--- src/rtl/rcm_pkg.sv ---
package rcm_pkg;

    localparam int SHIFT_W   = 4;
    localparam int NUM_TERMS = 5;   // four at step one, one at step three

    typedef struct packed {
        logic               en;
        logic               neg;
        logic [SHIFT_W-1:0] sh;
    } term_t;

    typedef struct packed {
        term_t [NUM_TERMS-1:0] t;       // t[0],t[1] adder A; t[2],t[3] adder B; t[4] final
        logic  [SHIFT_W-1:0]   post_sh; // shift applied to the step-two sum at step three
    } phase_cfg_t;

    function automatic term_t mk(input logic en, input logic neg, input int sh);
        term_t r;
        r.en  = en;
        r.neg = neg;
        r.sh  = SHIFT_W'(sh);
        return r;
    endfunction

    // Operand-mux contents per phase: 362, 392 (49<<3), 473, and an empty row
    function automatic phase_cfg_t phase_cfg(input logic [1:0] ph);
        phase_cfg_t c;
        c.post_sh = '0;
        for (int i = 0; i < NUM_TERMS; i++) c.t[i] = mk(1'b0, 1'b0, 0);
        unique case (ph)
            2'd0: begin
                c.t[0] = mk(1'b1, 1'b0, 9); c.t[1] = mk(1'b1, 1'b1, 7);
                c.t[2] = mk(1'b1, 1'b1, 5); c.t[3] = mk(1'b1, 1'b0, 3);
                c.t[4] = mk(1'b1, 1'b0, 1);
            end
            2'd1: begin
                c.t[0] = mk(1'b1, 1'b0, 6); c.t[1] = mk(1'b1, 1'b1, 4);
                c.t[2] = mk(1'b1, 1'b0, 0);
                c.post_sh = SHIFT_W'(3);
            end
            2'd2: begin
                c.t[0] = mk(1'b1, 1'b0, 9); c.t[1] = mk(1'b1, 1'b1, 5);
                c.t[2] = mk(1'b1, 1'b1, 3); c.t[3] = mk(1'b1, 1'b0, 0);
            end
            default: ;
        endcase
        return c;
    endfunction

endpackage

--- src/rtl/rcm_term.sv ---
module rcm_term
    import rcm_pkg::*;
#(
    parameter int DATA_W = 8,
    parameter int PROD_W = 18
) (
    input  logic signed [DATA_W-1:0] x_i,
    input  term_t                    cfg_i,
    output logic signed [PROD_W-1:0] val_o
);
    localparam int EXT_W = PROD_W - DATA_W;

    logic signed [PROD_W-1:0] ext;
    logic signed [PROD_W-1:0] shifted;

    always_comb begin
        ext     = {{EXT_W{x_i[DATA_W-1]}}, x_i};
        shifted = ext <<< cfg_i.sh;
        if (!cfg_i.en)
            val_o = '0;
        else if (cfg_i.neg)
            val_o = -shifted;
        else
            val_o = shifted;
    end
endmodule

--- src/rtl/rcm_ctrl.sv ---
module rcm_ctrl (
    input  logic clk,
    input  logic rst_n,
    input  logic start_i,
    output logic load_o,
    output logic step1_o,
    output logic step2_o,
    output logic step3_o,
    output logic done_o
);
    typedef enum logic [1:0] {S_IDLE, S_STEP1, S_STEP2, S_STEP3} state_t;

    state_t state_q, state_d;

    always_ff @(posedge clk or negedge rst_n) begin
        if (!rst_n) state_q <= S_IDLE;
        else        state_q <= state_d;
    end

    always_comb begin
        state_d = state_q;
        unique case (state_q)
            S_IDLE:  if (start_i) state_d = S_STEP1;   // accept
            S_STEP1: state_d = S_STEP2;                 // advance
            S_STEP2: state_d = S_STEP3;                 // advance
            S_STEP3: state_d = S_IDLE;                  // finish
        endcase
    end

    always_comb begin
        load_o  = 1'b0;
        step1_o = 1'b0;
        step2_o = 1'b0;
        step3_o = 1'b0;
        unique case (state_q)
            S_IDLE:  load_o  = start_i;
            S_STEP1: step1_o = 1'b1;
            S_STEP2: step2_o = 1'b1;
            S_STEP3: step3_o = 1'b1;
        endcase
    end

    always_ff @(posedge clk or negedge rst_n) begin
        if (!rst_n) done_o <= 1'b0;
        else        done_o <= (state_q == S_STEP3);
    end

    // the completion pulse never lasts two cycles
    a_r5_done_single: assert property (@(posedge clk) disable iff (!rst_n)
        done_o |=> !done_o);

    // a start seen while busy never restarts the sequence
    a_r7_busy_no_restart: assert property (@(posedge clk) disable iff (!rst_n)
        (state_q != S_IDLE) |=> (state_q != S_STEP1));

    // a start while idle always begins step one
    a_r8_accept_from_idle: assert property (@(posedge clk) disable iff (!rst_n)
        (state_q == S_IDLE && start_i) |=> (state_q == S_STEP1));
endmodule

--- src/rtl/rcm_datapath.sv ---
module rcm_datapath
    import rcm_pkg::*;
#(
    parameter int DATA_W = 8,
    parameter int PROD_W = 18
) (
    input  logic                     clk,
    input  logic                     rst_n,
    input  logic                     load_i,
    input  logic                     step1_i,
    input  logic                     step2_i,
    input  logic                     step3_i,
    input  logic [1:0]               phase_i,
    input  logic signed [DATA_W-1:0] x_i,
    output logic signed [PROD_W-1:0] prod_o
);
    logic signed [DATA_W-1:0] x_q;
    logic [1:0]               ph_q;
    logic signed [PROD_W-1:0] acc_a, acc_b;
    phase_cfg_t               cfg;
    logic signed [PROD_W-1:0] tv [NUM_TERMS];
    logic signed [PROD_W-1:0] final_sum;

    always_comb cfg = phase_cfg(ph_q);

    for (genvar g = 0; g < NUM_TERMS; g++) begin : g_term
        rcm_term #(.DATA_W(DATA_W), .PROD_W(PROD_W)) u_term (
            .x_i   (x_q),
            .cfg_i (cfg.t[g]),
            .val_o (tv[g])
        );
    end

    always_comb final_sum = (acc_a <<< cfg.post_sh) + tv[4];

    always_ff @(posedge clk or negedge rst_n) begin
        if (!rst_n) begin
            x_q    <= '0;
            ph_q   <= '0;
            acc_a  <= '0;
            acc_b  <= '0;
            prod_o <= '0;
        end else begin
            if (load_i) begin
                x_q  <= x_i;
                ph_q <= phase_i;
            end
            if (step1_i) begin
                acc_a <= tv[0] + tv[1];
                acc_b <= tv[2] + tv[3];
            end
            if (step2_i) acc_a <= acc_a + acc_b;
            if (step3_i) prod_o <= final_sum;
        end
    end
endmodule

--- src/rtl/rcm_mult.sv ---
module rcm_mult #(
    parameter int DATA_W = 8,
    parameter int PROD_W = 18
) (
    input  logic                     clk,
    input  logic                     rst_n,
    input  logic                     start,
    input  logic [1:0]               phase,
    input  logic signed [DATA_W-1:0] x_in,
    output logic signed [PROD_W-1:0] product,
    output logic                     done
);
    logic load, step1, step2, step3;

    rcm_ctrl u_ctrl (
        .clk     (clk),
        .rst_n   (rst_n),
        .start_i (start),
        .load_o  (load),
        .step1_o (step1),
        .step2_o (step2),
        .step3_o (step3),
        .done_o  (done)
    );

    rcm_datapath #(.DATA_W(DATA_W), .PROD_W(PROD_W)) u_dp (
        .clk     (clk),
        .rst_n   (rst_n),
        .load_i  (load),
        .step1_i (step1),
        .step2_i (step2),
        .step3_i (step3),
        .phase_i (phase),
        .x_i     (x_in),
        .prod_o  (product)
    );

    // the product register moves only together with the done pulse
    a_r6_product_with_done: assert property (@(posedge clk) disable iff (!rst_n)
        !$stable(product) |-> done);
endmodule

--- config.mk ---
export PLATFORM = sky130hd
export DESIGN_NAME = rcm_mult
export DESIGN_NICKNAME = d
export VERILOG_FILES = /design/src/rtl/rcm_pkg.sv /design/src/rtl/rcm_term.sv /design/src/rtl/rcm_ctrl.sv /design/src/rtl/rcm_datapath.sv /design/src/rtl/rcm_mult.sv
export SDC_FILE = /design/constraint.sdc
export NUM_CORES = 1
export LEC_CHECK = 0
export BUFFER_PORTS_ARGS = -buffer_cell sky130_fd_sc_hd__buf_2
export CAP_MARGIN = 10
export CORE_MARGIN = 4
export CORE_UTILIZATION = 60
export DETAILED_ROUTE_END_ITERATION = 8
export GPL_TIMING_DRIVEN = 1
export PLACE_DENSITY_LB_ADDON = 0.08
export RECOVER_POWER = 25
export SKIP_LAST_GASP = 1
export SLEW_MARGIN = 10
export SYNTH_ARGS = -nofsm -noshare
export SYNTH_HDL_FRONTEND = slang
export SYNTH_SLANG_ARGS = --single-unit
--- constraint.sdc ---
create_clock -name clk -period 9.4 [get_ports clk]
set_input_delay 0.47 -clock clk [delete_from_list [all_inputs] [get_ports clk]]
set_output_delay 0.47 -clock clk [all_outputs]
set_load 0.05 [all_outputs]
==> flow_summary_export.csv <==
group,metric,value,unit
worst_setup_path,reg2reg_depth,16,
cells_and_area,layout.nets,963,
clocking,clkSinkCount,67,
yosys,netlist.area_leader.share,23.93,%
worst_setup_path,end_kind,"register",
outcome,violations,"capacitance limit, slew limit",
clocking,clock_latency,0.35,ns
floorplan,core_area,11420,um^2
placed_design,place_area,7291,um^2
drt,drt_iter0_drc,477,
placed_design,place.gp.congestion,0.9898,
sta,setup_viol,0,
grt,grt_pass1_vias,6085,
sta,tightest_slew,3.705,ns
floorplan,start_util,61.35,%
floorplan,rows,39,
yosys,synth.area.top_cells,"dfrtp_1 24%, ha_1 13%, mux2_2 7.6%, xnor2_1 5.4%, a21oi_1 5.1%",
worst_hold_path,min_path_type,"in -> reg",
yosys,synth_area_leader_cell,"dfrtp_1",
sta,period_share,50.78,%
sta,tns,0,ns
yosys,synthCells,848,
clocking,cts-resized-gates,0,
grt,grt_usage,28.40,%
outcome,status,"complete, but fails checks",
yosys,avgSynthCellArea,8.261,um^2
cells_and_area,final_cell_area,7609,um^2
sta,fin_skew,0.009860,ns
drt,wirelength,18230,um
floorplan,die-area,13470,um^2
run,cap_viol_max_count,1,
drt,wl_met1,8190,um
placed_design,post-dp-hpwl,13960,um
sta,fin_crit,4.773,ns
drt,drc_errors,0,
clocking,cts_root_buffer,"clkbuf_16",
worst_setup_path,cp.required,9.63,ns
clocking,cts_made_buffers,9,
grt,antenna_found_initial,0,
clocking,cts_tree,"yes",
worst_hold_path,whs_path_depth,2,
clocking,clockBufferDepth,2,
floorplan,io_pins,32,
floorplan,die_x,116.1,um
sta,setup_slack,4.627,ns
yosys,syn_area,7005,um^2
drt,via_per_inst,6.201,
grt,grt_pass1_wl,29910,um
cells_and_area,drive_gt1_share,12.90,%
cells_and_area,syn2layout_area_growth,8.609,%
grt,grt_start_max_net_pins,68,
yosys,ys.flop_type,"dfrtp_1",
yosys,synth_edf_count,0,
placed_design,pre_cts_ws,4.694,ns
clocking,cts_max_level,3,
worst_setup_path,criticalPathCategory,"reg -> reg",
sta,drv_slew,68,
drt,top_layer,"met4",
clocking,postCtsHoldBufs,0,
yosys,yosys_register_bits,67,
yosys,synth_cell_types,68,
drt,routedWlPerCell,17.89,um
drt,met3_length,876,um
floorplan,fp.dieH,116.1,um
sta,maxSlewHeadroom,-147.0,%
sta,hold_violations,0,
drt,dr_wl_met2,8606,um
clocking,postCtsSetupBuffers,0,
sta,achievable-frequency,0.2095,GHz
worst_setup_path,worst-path-max-fanout,40,
drt,vias,6319,
worst_setup_path,cp.arrival,5.00,ns
cells_and_area,num_antenna_cells,0,
placed_design,portBuffers,31,
clocking,clk_pin_slew,0.06,ns
worst_setup_path,startpoint_type,"register",
yosys,ys_seq_area_share,23.93,%
sta,rsz0062_at_grt,"false",
yosys,async_reset_ff_share,100.0,%
drt,drtAntennaViolNets,0,
grt,overflow,0,
drt,firstDrtPassIters,5,
yosys,yosys_warnings,0,
## through the flow
stage	hold WS, ns	std cells	utilization (%)
global placement	0.4849	1003	63.85
finish	0.3564	1019	66.63
floorplan	0.1744	856	-
detailed placement	0.4899	1003	63.85
global route	0.3575	1019	66.63
CTS	0.3461	1019	66.67
## worst max-delay path, cell delays in order (launching register included)
cell and delay, ns:
dfrtp_1 0.58, buf_4 0.44, nand2b_1 0.19, or3_1 0.34
a2111o_1 0.50, nor3_2 0.28, xnor2_1 0.09, a21boi_0 0.20
o22ai_1 0.13, ha_1 0.39, nand2_1 0.09, a2111oi_0 0.56
a211oi_1 0.20, o21bai_1 0.18, a21oi_1 0.09, xnor2_1 0.13
mux2_2 0.26
## cell families (layout without fill, tap and decap cells)
family,Yosys count,after routing,share of synthesized area (%)
XOR/XNOR,65,65,8.126
adder cells (fa/ha/maj),79,79,14.54
AND/OR/NAND/NOR,247,247,16.95
multiplexers,60,60,9.591
buffers and inverters,74,94,4.108
AO/OA/AOI/OAI,254,254,22.65
other,2,10,0.1072
flip-flops,67,67,23.93
## cell type report
type	count	area, um^2
tap	143	178.9
multi-input combinational	715	5074
timing repair buffer	39	211.5
inverter	39	146.4
fill	976	3810
clock buffer	12	266.5
sequential	67	1677
clock inverter	4	55.05
## flip-flops by register name (all words and copies together) (netlist names)
register / flops
u_dp.x_q: 8
u_ctrl.state_q: 2
u_ctrl.done_o: 1
u_dp.acc_b: 18
u_dp.ph_q: 2
u_dp.acc_a: 18
u_dp.prod_o: 18
## layout by cell type (no fill, tap or decap), types with 9 or more instances in the layout
master	netlist	final
o21bai_1	11	11
a211oi_1	11	11
o21a_1	15	15
nor2_1	79	79
ha_1	75	75
buf_2	2	31
nor2b_1	18	17
nand3_1	13	13
a21o_1	18	18
mux2_2	47	47
or3_1	10	10
conb_1	2	10
xnor2_1	43	43
o21ai_0	66	66
dfrtp_1	67	67
clkbuf_16	0	9
a21oi_1	71	71
inv_1	39	39
nand2b_1	13	13
a31oi_1	10	10
nor3_1	22	22
xor2_1	22	22
mux2i_1	12	12
nand2_1	63	63
o22ai_1	9	9
## routing by layer
metal / vias to the layer above / global-route usage, %
met4: 0 / 11.06
li1: 3110 / -
met3: 35 / 5.326
met5: - / 0
met2: 162 / 45.99
met1: 3012 / 37.65
## synth_stat cells (2+ instances only)
library cell and number:
inv_1 39, nand3_1 13, nand4_1 3, or3_1 10, o21bai_1 11, conb_1 2, a31oi_1 10, a211oi_1 11
and2_1 6, fa_1 4, o21ai_0 66, o22ai_1 9, o31ai_1 2, a41o_1 2, a211o_1 2, o41ai_1 2
nor3_1 22, buf_1 5, xnor2_1 43, and3_1 7, buf_4 2, a21o_1 18, ha_1 75, o211ai_1 4
a21boi_0 7, o21a_1 15, xor2_1 22, mux2_2 47, a31o_2 4, nor2_1 79, clkbuf_1 26, nor2b_1 18
dfrtp_1 67, buf_2 2, nand2b_1 13, o21ai_1 2, a221oi_1 3, nand2_1 63, nor3b_1 2, a21oi_1 71
mux2i_1 12
## final timing paths
path	start	end	slack, ns
min in group asynchronous	rst_n	u_dp.acc_b[14]	1.48
setup reg to reg	u_dp.ph_q[1]	u_dp.acc_b[15]	4.63
setup / recovery	u_dp.ph_q[1]	u_dp.acc_b[15]	4.63
max in group asynchronous	rst_n	u_dp.ph_q[1]	5.78
hold reg to reg	u_dp.prod_o[9]	u_dp.prod_o[9]	0.50
hold / removal	x_in[2]	u_dp.x_q[2]	0.36
Power is left out: the tool's default activity adds up to more than one toggle a clock period on the data nets, which glitch-free logic cannot reach.
